`src/rtl/stby_pkg.sv`:
```
package stby_pkg;
   typedef enum logic [1:0] {
      MODE_ACT = 2'b00,
      MODE_SLP = 2'b01,
      MODE_STP = 2'b10
   } mode_e;

   localparam int unsigned LVL_W = 2;
   localparam logic [LVL_W-1:0] LVL_OFF = 2'b11;
endpackage

```
`src/rtl/stby_irq_eval.sv`:
```
module stby_irq_eval
   import stby_pkg::*;
#(
   parameter int unsigned N_SRC = 4
) (
   input  logic [N_SRC-1:0]       irq_req,
   input  logic [N_SRC*LVL_W-1:0] irq_lvl,
   output logic                   any_pend,
   output logic [LVL_W-1:0]       best_lvl
);
   logic [N_SRC-1:0] qual;

   for (genvar i = 0; i < N_SRC; i++) begin : g_qual
      assign qual[i] = irq_req[i] && (irq_lvl[i*LVL_W +: LVL_W] != LVL_OFF);
   end

   assign any_pend = |qual;

   always_comb begin
      best_lvl = LVL_OFF;
      for (int i = 0; i < N_SRC; i++) begin
         if (qual[i] && (irq_lvl[i*LVL_W +: LVL_W] < best_lvl))
            best_lvl = irq_lvl[i*LVL_W +: LVL_W];
      end
   end
endmodule

```
`src/rtl/stby_mode_fsm.sv`:
```
module stby_mode_fsm
   import stby_pkg::*;
#(
   parameter int unsigned REG_W     = 8,
   parameter int unsigned STOP_BIT  = 7,
   parameter int unsigned SLEEP_BIT = 6
) (
   input  logic             clk,
   input  logic             rst_n,
   input  logic             wr_en,
   input  logic [REG_W-1:0] wr_data,
   input  logic             any_pend,
   input  logic [LVL_W-1:0] best_lvl,
   input  logic             cpu_ie,
   input  logic [LVL_W-1:0] cpu_lvl,
   output mode_e            mode_q,
   output logic             wake_q,
   output logic             take_q
);
   mode_e mode_d;
   logic  leave;

   assign leave = (mode_q != MODE_ACT) && any_pend;

   always_comb begin
      mode_d = mode_q;
      if (mode_q == MODE_ACT) begin
         if (wr_en && !any_pend) begin
            if (wr_data[STOP_BIT])
               mode_d = MODE_STP;
            else if (wr_data[SLEEP_BIT])
               mode_d = MODE_SLP;
         end
      end else if (leave) begin
         mode_d = MODE_ACT;
      end
   end

   always_ff @(posedge clk or negedge rst_n) begin
      if (!rst_n) begin
         mode_q <= MODE_ACT;
         wake_q <= 1'b0;
         take_q <= 1'b0;
      end else begin
         mode_q <= mode_d;
         wake_q <= leave;
         take_q <= leave && cpu_ie && (best_lvl < cpu_lvl);
      end
   end
endmodule

```
`src/rtl/stby_gate.sv`:
```
module stby_gate
   import stby_pkg::*;
#(
   parameter int unsigned REG_W     = 8,
   parameter int unsigned STOP_BIT  = 7,
   parameter int unsigned SLEEP_BIT = 6
) (
   input  mode_e            mode_q,
   output logic             cpu_clk_en,
   output logic             per_clk_en,
   output logic [REG_W-1:0] rd_data
);
   always_comb begin
      rd_data            = '0;
      rd_data[STOP_BIT]  = (mode_q == MODE_STP);
      rd_data[SLEEP_BIT] = (mode_q == MODE_SLP);
   end

   assign cpu_clk_en = (mode_q == MODE_ACT);
   assign per_clk_en = (mode_q != MODE_STP);
endmodule

```
`src/rtl/stby_ctrl.sv`:
```
module stby_ctrl
   import stby_pkg::*;
#(
   parameter int unsigned N_SRC     = 4,
   parameter int unsigned REG_W     = 8,
   parameter int unsigned STOP_BIT  = 7,
   parameter int unsigned SLEEP_BIT = 6
) (
   input  logic                   clk,
   input  logic                   rst_n,
   input  logic                   wr_en,
   input  logic [REG_W-1:0]       wr_data,
   output logic [REG_W-1:0]       rd_data,
   input  logic [N_SRC-1:0]       irq_req,
   input  logic [N_SRC*LVL_W-1:0] irq_lvl,
   input  logic                   cpu_ie,
   input  logic [LVL_W-1:0]       cpu_lvl,
   output logic [1:0]             mode,
   output logic                   cpu_clk_en,
   output logic                   per_clk_en,
   output logic                   wake,
   output logic                   take_irq
);
   if (N_SRC < 1) begin : g_bad_nsrc
      $error("stby_ctrl: N_SRC must be at least 1");
   end
   if (STOP_BIT >= REG_W || SLEEP_BIT >= REG_W || STOP_BIT == SLEEP_BIT) begin : g_bad_bits
      $error("stby_ctrl: control bit positions invalid");
   end

   logic             any_pend;
   logic [LVL_W-1:0] best_lvl;
   mode_e            mode_q;

   stby_irq_eval #(.N_SRC(N_SRC)) u_eval (
      .irq_req  (irq_req),
      .irq_lvl  (irq_lvl),
      .any_pend (any_pend),
      .best_lvl (best_lvl)
   );

   stby_mode_fsm #(.REG_W(REG_W), .STOP_BIT(STOP_BIT), .SLEEP_BIT(SLEEP_BIT)) u_fsm (
      .clk      (clk),
      .rst_n    (rst_n),
      .wr_en    (wr_en),
      .wr_data  (wr_data),
      .any_pend (any_pend),
      .best_lvl (best_lvl),
      .cpu_ie   (cpu_ie),
      .cpu_lvl  (cpu_lvl),
      .mode_q   (mode_q),
      .wake_q   (wake),
      .take_q   (take_irq)
   );

   stby_gate #(.REG_W(REG_W), .STOP_BIT(STOP_BIT), .SLEEP_BIT(SLEEP_BIT)) u_gate (
      .mode_q     (mode_q),
      .cpu_clk_en (cpu_clk_en),
      .per_clk_en (per_clk_en),
      .rd_data    (rd_data)
   );

   assign mode = mode_q;
endmodule

```
`config.mk`:
```
export PLATFORM = sky130hd
export DESIGN_NAME = stby_ctrl
export DESIGN_NICKNAME = d
export VERILOG_FILES = /design/src/rtl/stby_pkg.sv /design/src/rtl/stby_irq_eval.sv /design/src/rtl/stby_mode_fsm.sv /design/src/rtl/stby_gate.sv /design/src/rtl/stby_ctrl.sv
export SDC_FILE = /design/constraint.sdc
export NUM_CORES = 1
export LEC_CHECK = 0
export BUFFER_PORTS_ARGS = -buffer_cell sky130_fd_sc_hd__clkbuf_2
export CAP_MARGIN = 25
export CORE_MARGIN = 3
export CORE_UTILIZATION = 33
export DETAILED_ROUTE_END_ITERATION = 10
export PLACE_DENSITY = 0.73
export SLEW_MARGIN = 20
export SYNTH_ARGS = -nofsm -noshare
export SYNTH_HDL_FRONTEND = slang
export SYNTH_HIERARCHICAL = 1
export SYNTH_SLANG_ARGS = --single-unit
```
`constraint.sdc`:
```
create_clock -name clk -period 0.8 [get_ports clk]
set_input_delay 0.16 -clock clk [delete_from_list [all_inputs] [get_ports clk]]
set_output_delay 0.16 -clock clk [all_outputs]
set_load 0.02 [all_outputs]
```
==> qor.txt <==
Inserted Clock Buffers = 3
combinational share of power = 51.2%
fillers = 96
Hold Crit Depth = 3
Final nets = 143
initial antenna violation count = 0
Seq/Total Area, Yosys = 20.62%
R2R Path Start = u_fsm/mode_q[1]
critical path cell sequence = clkbuf_2 -> inv_1 -> o22ai_2 -> ha_4 -> or3b_1 -> o2bb2ai_2 -> ha_1 -> a21oi_2 -> mux2i_1 -> ha_1 -> a2111oi_4
reg2reg setup slack = -0.36 ns
cell area after synthesis = 485.5 µm²
first-pass GRT wire length = 2442 µm
RSZ-0062 raised after global routing = yes
Synth Register Bits = 4
Worst setup SP type = primary input
Area growth, synth to finish = 115.2%
Final TNS setup = -4.297 ns
DR iter-0 viols = 3
Final Setup Violations = 12
CP most frequent cell = ha_1
power share of the clock group = 26.1%
R2R cell count = 4
overall power = 0.0009414 W
Mean Syn Cell Area = 8.091 µm²
DRC = 0
switching pwr = 0.0003072 W
Die Wd = 44.36 µm
Critical Path RT = 0.92 ns
clk_skew = 0.003610 ns
fmax = 460.6 MHz
max_cap viols = 0
Mapped Cells = 60
drt via density = 4.701
die height = 44.36 µm
Die ar. = 0.001967 mm²
DRT Pass-1 Iters = 2
worst-case hold path end point = u_fsm/take_q
Worst path max stage delay = 0.38 ns
Internal Pwr Total = 0.0006342 W
CP Class = in2reg
Clock Path Buffers = 2
gpl congestion = 0.7315
Slew Limit Fails = 0
minimum clock period = 2.171 ns
Fin. Hold Viols = 0
Post-Route WL = 1540 µm
insertion delay to the later sink of the worst-skew pair = 0.23 ns
number of port buffers = 27
reg2reg end = u_fsm/mode_q[0]
violations in the final reports = setup timing
leak pwr = 0.5101 nW
Reg clk slew, reported paths = 0.04 ns
Sw Ratio = 32.63%
most common cell after layout, fill and taps aside = clkbuf_2
largest net degree at the start of global routing = 7
Root Buffer = clkbuf_4
Setup crit end kind = flop
maximum vdd drop = 0.7215 mV
Arr. time, crit path = 2.29 ns
Row Count = 13
final worst slack = -1.371 ns
Starting Density = 36.40%
antenna diode count = 0
via count = 597
I/O pins = 40
hpwl dp = 1068 µm
gr usage total = 16.88%
critical path fanouts, max = 2
run status = finished, violations left
Avg WL per Cell = 12.13 µm
Reg power frac = 22.6%
Core Area = 0.001334 mm²
Slowest cell on crit path = or3b_1
Clock Sinks = 4
PwrDens = 901.1 mW/mm²
Detail Route Antenna Nets = 0
H-tree depth = 1
vias in the first global route = 605
Tcrit/Tclk final = 271.4%
worst hold start = cpu_ie
total gr overflow = 0
YS warnings = 6
CP bufs+invs = 2
CTS tree = yes
CP top delay family = adder cells
Worst Hold Class = in2reg
Yosys cell types = 29
ratio of cells with drive above 1 in the final layout = 67.86%
most frequent cells in the layout = clkbuf_2, buf_4, buf_6, inv_1, conb_1
[worst max-delay path by stage]
stage | start | end | slack, ns | cells after the start
global placement | irq_req[1] | u_fsm/take_q | -1.60 | 11
detailed placement | irq_req[1] | u_fsm/take_q | -1.68 | 11
CTS | irq_req[1] | u_fsm/take_q | -1.37 | 13
global route | irq_req[0] | u_fsm/take_q | -1.52 | 13
finish | irq_req[0] | u_fsm/take_q | -1.37 | 11
floorplan | irq_req[1] | u_fsm/take_q | -1.45 | 12
[flip-flops by register name, indices dropped and copies added, names as in the netlist]
signal        flops
u_fsm/wake_q      1
u_fsm/take_q      1
u_fsm/mode_q      2
[metal layers]
layer / vias to the layer above / track usage (%) / wire (µm)
met5: - / 0 / 0
met4: 0 / 9.639 / 0
met3: 0 / 0.4065 / 60
met2: 15 / 30.23 / 890
met1: 281 / 19.95 / 589
li1: 301 / - / -
[stage by stage]
step                area, µm²  worst slack (ns)  instances  hold WS, ns  utilization, %
floorplan               569.3            -1.451         65      -0.1356               -
global placement        840.8            -1.600        121     -0.03252           63.04
detailed placement      840.8            -1.681        121     -0.03032           63.04
CTS                     982.2            -1.366        127       0.1538           73.64
global route             1045            -1.521        127       0.1954           78.33
finish                   1045            -1.371        127       0.1834           78.33
[worst reg2reg max path, stage by stage (launching register included)]
cell	delay (ns)
dfrtp_2	0.42
buf_12	0.14
buf_6	0.12
nand4bb_1	0.22
a21oi_2	0.18
[area by class of cell]
class	instances	area, µm²	area share [%]
sequential	4	102.6	9.820
timing repair buffer	50	427.9	40.96
multi-input combinational	45	435.4	41.68
inverter	10	37.54	3.593
tap	15	18.77	1.796
clock buffer	3	22.52	2.156
[Yosys cell counts]
cell,count,area [µm²]
o22ai_1,2,12.51
a21boi_0,1,7.510
inv_1,10,37.54
nand3b_1,1,7.510
a21oi_2,1,8.760
nor2b_1,3,18.77
nand4b_1,2,17.52
a21oi_1,3,15.01
o2bb2ai_1,1,8.760
o211ai_4,1,21.27
nand4bb_1,1,11.26
conb_1,1,3.750
buf_4,6,45.04
a2111oi_2,1,15.01
and2b_2,1,8.760
nand2_1,2,7.510
o21ai_0,2,10.01
nor2_2,1,6.260
nor2_1,4,15.01
o21ai_2,1,8.760
dfrtp_1,4,100.1
ha_1,3,37.54
nand2b_1,2,12.51
nor3b_1,1,7.510
mux2i_1,1,10.01
o21a_1,1,7.510
a211oi_1,1,7.510
or2b_1,1,7.510
or3b_1,1,8.760
[cell families after synthesis]
kind of cell / count (synthesis) / share of synthesized area [%]
muxes: 1 / 2.062
adders and majority gates: 3 / 7.733
buffers and inverters: 16 / 17.01
DFF: 4 / 20.62
AOI/OAI and AO/OA: 15 / 25.26
other: 1 / 0.7725
and+or+nand+nor: 20 / 26.55
[power by group through the flow]
| stage | logic [W] | clock network (W) | registers (W) |
|---|---|---|---|
| after floorplan | 0.000223 | 0 | 0.000223 |
| after global placement | 0.000383 | 0 | 0.000215 |
| after detailed placement | 0.000392 | 0 | 0.000215 |
| after CTS | 0.000439 | 0.000255 | 0.000212 |
| after global routing | 0.000526 | 0.000263 | 0.000213 |
| final | 0.000482 | 0.000246 | 0.000213 |
[timing repair]
action	in CTS	in global routing
hold buffers	1	0
buffers inserted	2	0
endpoints found under the hold margin	4	0
gates resized for setup	24	21
setup endpoints to repair	12	12
pin swaps	7	4
No activity file was read; power rests on OpenSTA's default activity.
